<file path="config.mk">
export PLATFORM = sky130hd
export DESIGN_NAME = light_pwm64
export DESIGN_NICKNAME = d
export VERILOG_FILES = /design/src/rtl/lpwm_pkg.sv /design/src/rtl/lpwm_rst_sync.sv /design/src/rtl/lpwm_slot_ctr.sv /design/src/rtl/lpwm_frame_latch.sv /design/src/rtl/lpwm_out_stage.sv /design/src/rtl/light_pwm64.sv
export SDC_FILE = /design/constraint.sdc
export NUM_CORES = 1
export LEC_CHECK = 0
export BUFFER_PORTS_ARGS = -buffer_cell sky130_fd_sc_hd__buf_2
export CORE_MARGIN = 5
export CORE_UTILIZATION = 50
export DETAILED_ROUTE_END_ITERATION = 8
export GPL_ROUTABILITY_DRIVEN = 1
export PLACE_DENSITY = 0.7
export REMOVE_ABC_BUFFERS = 1
export SLEW_MARGIN = 25
export SYNTH_ARGS = -nofsm -noshare
export SYNTH_HDL_FRONTEND = slang
export SYNTH_SLANG_ARGS = --single-unit
</file>
<file path="constraint.sdc">
create_clock -name clk -period 0.8 [get_ports clk]
set_clock_uncertainty 0.15 [all_clocks]
set_input_delay 0.04 -clock clk [delete_from_list [all_inputs] [get_ports clk]]
set_output_delay 0.04 -clock clk [all_outputs]
set_load 0.02 [all_outputs]
</file>
<file path="src/rtl/lpwm_pkg.sv">
package lpwm_pkg;

  localparam int unsigned LPWM_SLOT_W_DEF      = 6;
  localparam int unsigned LPWM_SYNC_STAGES_DEF = 2;

  // A slot is lit when its index does not exceed the programmed level.
  function automatic logic lpwm_slot_lit(input logic [15:0] slot_idx,
                                         input logic [15:0] level_val);
    return (slot_idx <= level_val);
  endfunction

endpackage

</file>
<file path="src/rtl/lpwm_rst_sync.sv">
module lpwm_rst_sync #(
  parameter int unsigned STAGES = lpwm_pkg::LPWM_SYNC_STAGES_DEF
) (
  input  logic clk,
  input  logic rst_n,
  output logic rst_sync_n
);

  logic [STAGES-1:0] sync_q;
  logic [STAGES-1:0] sync_d;

  generate
    if (STAGES == 1) begin : g_single
      always_comb sync_d = 1'b1;
    end else begin : g_chain
      always_comb sync_d = {sync_q[STAGES-2:0], 1'b1};
    end
  endgenerate

  always_ff @(posedge clk or negedge rst_n) begin
    if (!rst_n) sync_q <= '0;
    else        sync_q <= sync_d;
  end

  assign rst_sync_n = sync_q[STAGES-1];

endmodule

</file>
<file path="src/rtl/lpwm_slot_ctr.sv">
module lpwm_slot_ctr #(
  parameter int unsigned SLOT_W = lpwm_pkg::LPWM_SLOT_W_DEF
) (
  input  logic              clk,
  input  logic              rst_n,
  output logic [SLOT_W-1:0] slot_o,
  output logic              last_o
);

  localparam logic [SLOT_W-1:0] SLOT_MAX = '1;

  logic [SLOT_W-1:0] slot_d;

  assign last_o = (slot_o == SLOT_MAX);

  always_comb begin
    if (last_o) slot_d = '0;
    else        slot_d = slot_o + SLOT_W'(1);
  end

  always_ff @(posedge clk or negedge rst_n) begin
    if (!rst_n) slot_o <= '0;
    else        slot_o <= slot_d;
  end

endmodule

</file>
<file path="src/rtl/lpwm_frame_latch.sv">
module lpwm_frame_latch #(
  parameter int unsigned SLOT_W = lpwm_pkg::LPWM_SLOT_W_DEF
) (
  input  logic              clk,
  input  logic              rst_n,
  input  logic              load_i,
  input  logic [SLOT_W-1:0] level_i,
  input  logic              enable_i,
  output logic [SLOT_W-1:0] level_q,
  output logic              enable_q
);

  logic [SLOT_W-1:0] level_d;
  logic              enable_d;

  always_comb begin
    level_d  = level_q;
    enable_d = enable_q;
    if (load_i) begin
      level_d  = level_i;
      enable_d = enable_i;
    end
  end

  always_ff @(posedge clk or negedge rst_n) begin
    if (!rst_n) begin
      level_q  <= '0;
      enable_q <= 1'b0;
    end else begin
      level_q  <= level_d;
      enable_q <= enable_d;
    end
  end

endmodule

</file>
<file path="src/rtl/lpwm_out_stage.sv">
module lpwm_out_stage #(
  parameter int unsigned SLOT_W = lpwm_pkg::LPWM_SLOT_W_DEF
) (
  input  logic              clk,
  input  logic              rst_n,
  input  logic [SLOT_W-1:0] slot_i,
  input  logic [SLOT_W-1:0] level_q,
  input  logic              enable_q,
  input  logic              enable_live,
  output logic              pwm_o
);

  logic pwm_d;
  logic lit;

  always_comb begin
    lit   = lpwm_pkg::lpwm_slot_lit(16'(slot_i), 16'(level_q));
    pwm_d = enable_live & enable_q & lit;
  end

  always_ff @(posedge clk or negedge rst_n) begin
    if (!rst_n) pwm_o <= 1'b0;
    else        pwm_o <= pwm_d;
  end

endmodule

</file>
<file path="src/rtl/light_pwm64.sv">
module light_pwm64 #(
  parameter int unsigned SLOT_W      = lpwm_pkg::LPWM_SLOT_W_DEF,
  parameter int unsigned SYNC_STAGES = lpwm_pkg::LPWM_SYNC_STAGES_DEF
) (
  input  logic              clk,
  input  logic              rst_n,
  input  logic              enable_i,
  input  logic [SLOT_W-1:0] level_i,
  output logic              pwm_o
);

  logic              rst_sync_n;
  logic [SLOT_W-1:0] slot;
  logic              frame_last;
  logic [SLOT_W-1:0] lvl_q;
  logic              en_q;
  logic              pwm_int;

  lpwm_rst_sync #(.STAGES(SYNC_STAGES)) u_rst (
    .clk        (clk),
    .rst_n      (rst_n),
    .rst_sync_n (rst_sync_n)
  );

  lpwm_slot_ctr #(.SLOT_W(SLOT_W)) u_ctr (
    .clk    (clk),
    .rst_n  (rst_sync_n),
    .slot_o (slot),
    .last_o (frame_last)
  );

  lpwm_frame_latch #(.SLOT_W(SLOT_W)) u_latch (
    .clk      (clk),
    .rst_n    (rst_sync_n),
    .load_i   (frame_last),
    .level_i  (level_i),
    .enable_i (enable_i),
    .level_q  (lvl_q),
    .enable_q (en_q)
  );

  lpwm_out_stage #(.SLOT_W(SLOT_W)) u_out (
    .clk         (clk),
    .rst_n       (rst_sync_n),
    .slot_i      (slot),
    .level_q     (lvl_q),
    .enable_q    (en_q),
    .enable_live (enable_i),
    .pwm_o       (pwm_int)
  );

  assign pwm_o = pwm_int;

endmodule

</file>
# After elaboration in Yosys (flattened, before gate mapping)
# Index checks and enable logic that the tools add are counted.
[word_totals] inputBits=9 reg_bits=16 output_inout_bits=1 wordCells=11
[op_classes] eq_ne=1 n_addsub=1 mux=1 bitwise=2 order_cmp=1
[op_table] operator="$add A6 B1 Y6 const B" n=1
[op_table] operator="$eq A6 B6 Y1 const B" n=1
[op_table] operator="$le A6 B6 Y1" n=1
[op_table] operator="$mux W6" n=1
[op_table] operator="$and A1 B1 Y1" n=2

# Logic depth before layout (Yosys ltp)
[logic_depth] depth_word=2 ltp_mapped=5 depth_no_buf=5

# By module
# From an unflattened synthesis, not the netlist that was laid out.
[hier_totals] cells_unflattened=62 area_unflattened_um2=769.5
[by_module_without_submodules] module="lpwm_frame_latch" seq_area_each_um2=175.2 instances=1 area_each_um2=291.5 cells_each=15
[by_module_without_submodules] module="lpwm_slot_ctr" seq_area_each_um2=150.1 instances=1 area_each_um2=242.7 cells_each=20
[by_module_without_submodules] module="lpwm_out_stage" seq_area_each_um2=25.0 instances=1 area_each_um2=181.4 cells_each=24
[by_module_without_submodules] module="lpwm_rst_sync" seq_area_each_um2=50.0 instances=1 area_each_um2=53.8 cells_each=3

# Worst setup path before layout
# No wires, ideal clock.
[synth_path] path_kind="flip-flop to flip-flop" start="register u_ctr.slot_o[0]" end="register u_latch.enable_q" required_ns=0.525 arrival_ns=1.220 synth_period_minus_slack_ns=1.495 setup_time_ns=0.125 path_stages_with_launch=5 n_path_buf=0 path_slack_ns=-0.695 cell_sequence="dfrtp_1 ha_1 nand2_4 nor2_8 mux2_4"
[synth_between] elab_chain_cells=1
[synth_lines] element="from (decl)" line="lpwm_slot_ctr.sv:6" rtl="output logic [SLOT_W-1:0] slot_o,"
[synth_lines] element="from (signal assigned)" line="lpwm_slot_ctr.sv:23" rtl="else slot_o <= slot_d;"
[synth_lines] element="$eq A6 B6 Y1" line="lpwm_slot_ctr.sv:14" rtl="assign last_o = (slot_o == SLOT_MAX);"
[synth_lines] element="to (signal assigned)" line="lpwm_frame_latch.sv:31" rtl="enable_q <= enable_d;"
[synth_lines] element="to (decl)" line="lpwm_frame_latch.sv:10" rtl="output logic enable_q"
# Every way passes these cells.
# A chain may end at the register's enable or synchronous reset.

# Worst setup path in the final report
[layout_path] start="register u_ctr.slot_o[4]" end="register u_out.pwm_o"
[layout_between] elab_chain_cells=2
[layout_lines] element="$le A6 B6 Y1" line="lpwm_pkg.sv:9" rtl="return (slot_idx <= level_val);"
[layout_lines] element="$and A1 B1 Y1" line="lpwm_out_stage.sv:18" rtl="pwm_d = enable_live & enable_q & lit;"
[layout_lines] element="net u_out.pwm_d" line="lpwm_out_stage.sv:13" rtl="logic pwm_d;"
[layout_lines] element="to (signal assigned)" line="lpwm_out_stage.sv:23" rtl="else pwm_o <= pwm_d;"
[layout_lines] element="to (decl)" line="lpwm_out_stage.sv:10" rtl="output logic pwm_o"
# The timed path passes the listed nets, and every way through them passes these cells.

==> reports/metrics.cfg <==
[status]
status = complete, but fails checks
violations = hold timing, setup timing

[sta]
rsz0062_at_grt = yes
timing.final.crit_share_pct = 189
whs_ns = -0.174
final.setup.tns_ns = -7.93
layout_setup_ws_ns = -0.714
period_minus_slack_ns = 1.51
setup_violations = 15
finalHoldViolations = 9
fmax_ghz = 0.660
maxSlewViolCount = 0

[critical_path]
worstPathMaxFanout = 3
cp-end-kind = flop
cp.arrival_ns = 1.55
cp_cell_sequence = ha_4 > nand4_1 > o21bai_1 > a31o_2
cpMaxStageDelayCell = dfrtp_1
critPathTopFamily = flip-flops
path_class = flop to flop
cp_data_required_time_ns = 0.84
path_buf_inv = 0
max_stage_delay_ns = 0.44
startpoint_type = flop

[hold_path]
min_path_type = input port to flop

[route]
finalWirelength_mm = 1.68
via_count = 555
drtIter0Drc = 5
wl_met1_microns = 764
wl_per_cell_microns = 15.0
wl_met2_microns = 838
drc = 0
postRouteAntennaNets = 0
via_per_inst = 4.96
wl_met3_microns = 48
drt_first_pass_iters = 4
routed.top_layer = met4

[finish]
num_antenna_cells = 0
drive_gt1_share_pct = 57.3
area_growth_pct = 47.9
ff_latch_area_sq_um = 400
nets = 113
multi_input_area_sq_um = 458
fillers = 88

[power]
fin_total_pwr_w = 0.00139
p_leak_nw = 0.569
p_per_area_mw_per_mm2 = 1180
irDropWorstVdd_mv = 1.15

[clock_tree]
cts_max_path_buffers = 2
numCtsBuffers = 3
clock-sinks = 16
clk_pin_slew_ns = 0.09
cts_tree = done
hold_buffers = 1
cts-root-buf = clkbuf_4
cts_htree_levels = 1
clock_latency_ns = 0.29

[synth]
synth_warnings = 0
synth_cells = 61
yosysUniqueCellTypes = 23
synth_area_sq_um = 795
syn_avg_cell_area_sq_um = 13.0
ys_ff_latch = 16
synth_seq_area_share_pct = 50.4

[grt]
gr-total-overflow = 0
grt_pass1_wl_mm = 2.66
first_global_vias = 602
grt_max_degree = 15
grtUsageTotal_pct = 14.6
grt_antenna_before_repair = 0

[place]
dp_hpwl_mm = 1.08
port-buffer-count = 9
place_congestion = 0.730

[floorplan]
die_h_microns = 49.9
ios = 10
coreArea_sq_mm = 0.00151
die_x_microns = 49.9
num_rows = 14
start_util_pct = 52.7
dieArea_sq_mm = 0.00249

[run]
maxCapViolCount = 0

[per-stage QoR]
| stage | utilization [%] | setup WS (ns) | area (sq um) | std cells | hold slack [ns] |
|---|---|---|---|---|---|
| floorplan | - | -0.695 | 795 | 61 | -0.406 |
| global route | 78.0 | -0.773 | 1170 | 112 | -0.189 |
| finish | 78.0 | -0.714 | 1170 | 112 | -0.174 |
| CTS | 73.3 | -0.716 | 1100 | 109 | -0.177 |
| detailed placement | 65.0 | -0.693 | 980 | 102 | -0.323 |
| global placement | 65.0 | -0.708 | 980 | 102 | -0.325 |
[final timing paths]
path,startpoint,end,slack (ns),cells after the start
worst max-delay path,u_ctr.slot_o[4],u_out.pwm_o,-0.71,4
worst min-delay path,level_i[1],u_latch.level_q[1],-0.17,2
worst max register to register,u_ctr.slot_o[4],u_out.pwm_o,-0.71,4
worst min register to register,u_rst.sync_q[1],u_latch.level_q[3],0.02,1
max in group asynchronous,u_rst.sync_q[1],u_latch.level_q[2],0.32,1
min in group asynchronous,rst_n,u_rst.sync_q[0],-0.10,2
[kinds of logic (layout without fill, tap and decap cells)]
family	after synthesis	count (layout)	synth area share, %
mux	7	7	13.2
flops	16	16	50.4
fa+ha+maj	7	7	11.0
compound gates	7	7	6.14
xor+xnor	3	3	3.31
simple gates	14	14	12.6
buf+inv	6	41	2.83
other cells	1	1	0.472
[layout by cell type (no fill, tap or decap), types with 2 or more instances in the layout]
cell type	synthesis	final
mux2_4	7	7
xor2_1	2	2
clkbuf_4	0	3
ha_4	0	4
inv_1	6	5
buf_6	0	6
nand2_1	3	3
nand3_1	3	2
buf_4	0	16
buf_2	0	8
ha_1	7	3
dfrtp_1	16	16
[state kept, by name (all words and copies together) (netlist names)]
name and count:
u_latch.level_q 6, u_latch.enable_q 1, u_out.pwm_o 1, u_rst.sync_q 2
u_ctr.slot_o 6
[what timing repair did]
item,in CTS,in global routing
pin swaps,5,3
resized for setup,12,11
setup buffers,2,5
endpoints found under the setup margin,15,15
endpoints found under the hold margin,9,9
[cells in the mapped netlist, drive strengths merged]
| cell | number | area, sq um |
|---|---|---|
| ha | 7 | 87.6 |
| conb | 1 | 3.75 |
| o31ai | 1 | 7.51 |
| a21oi | 1 | 5.00 |
| inv | 6 | 22.5 |
| nand3 | 4 | 32.5 |
| nor3 | 1 | 5.00 |
| o21ai | 1 | 5.00 |
| a31o | 1 | 8.76 |
| nand2 | 4 | 22.5 |
| a211oi | 1 | 7.51 |
| nor2 | 3 | 27.5 |
| o21bai | 1 | 7.51 |
| nand4 | 1 | 6.26 |
| dfrtp | 16 | 400 |
| xnor2 | 1 | 8.76 |
| xor2 | 2 | 17.5 |
| mux2 | 7 | 105 |
| a21o | 1 | 7.51 |
| nor2b | 1 | 6.26 |
[routing by layer]
metal  up-vias  global-route usage (%)
met5         -                       0
met4         0                    7.86
met3         4                    3.92
met2         7                    23.1
met1       268                    17.8
li1        276                       -
[power breakdown]
part / switching (W) / internal (W)
clock network: 0.000258 / 0.000277
logic: 0.0000212 / 0.0000208
registers: 0.00000111 / 0.000813
total: 0.000280 / 0.00111
[final cells by class]
| cell class | count | area share (%) |
|---|---|---|
| repair buffers | 31 | 20.2 |
| clock buffers | 4 | 3.09 |
| inverters | 6 | 1.92 |
| flip-flops and latches | 16 | 34.1 |
| multi-input cells | 39 | 39.0 |
| well taps | 16 | 1.70 |
Power figures use the tool's default switching activity.
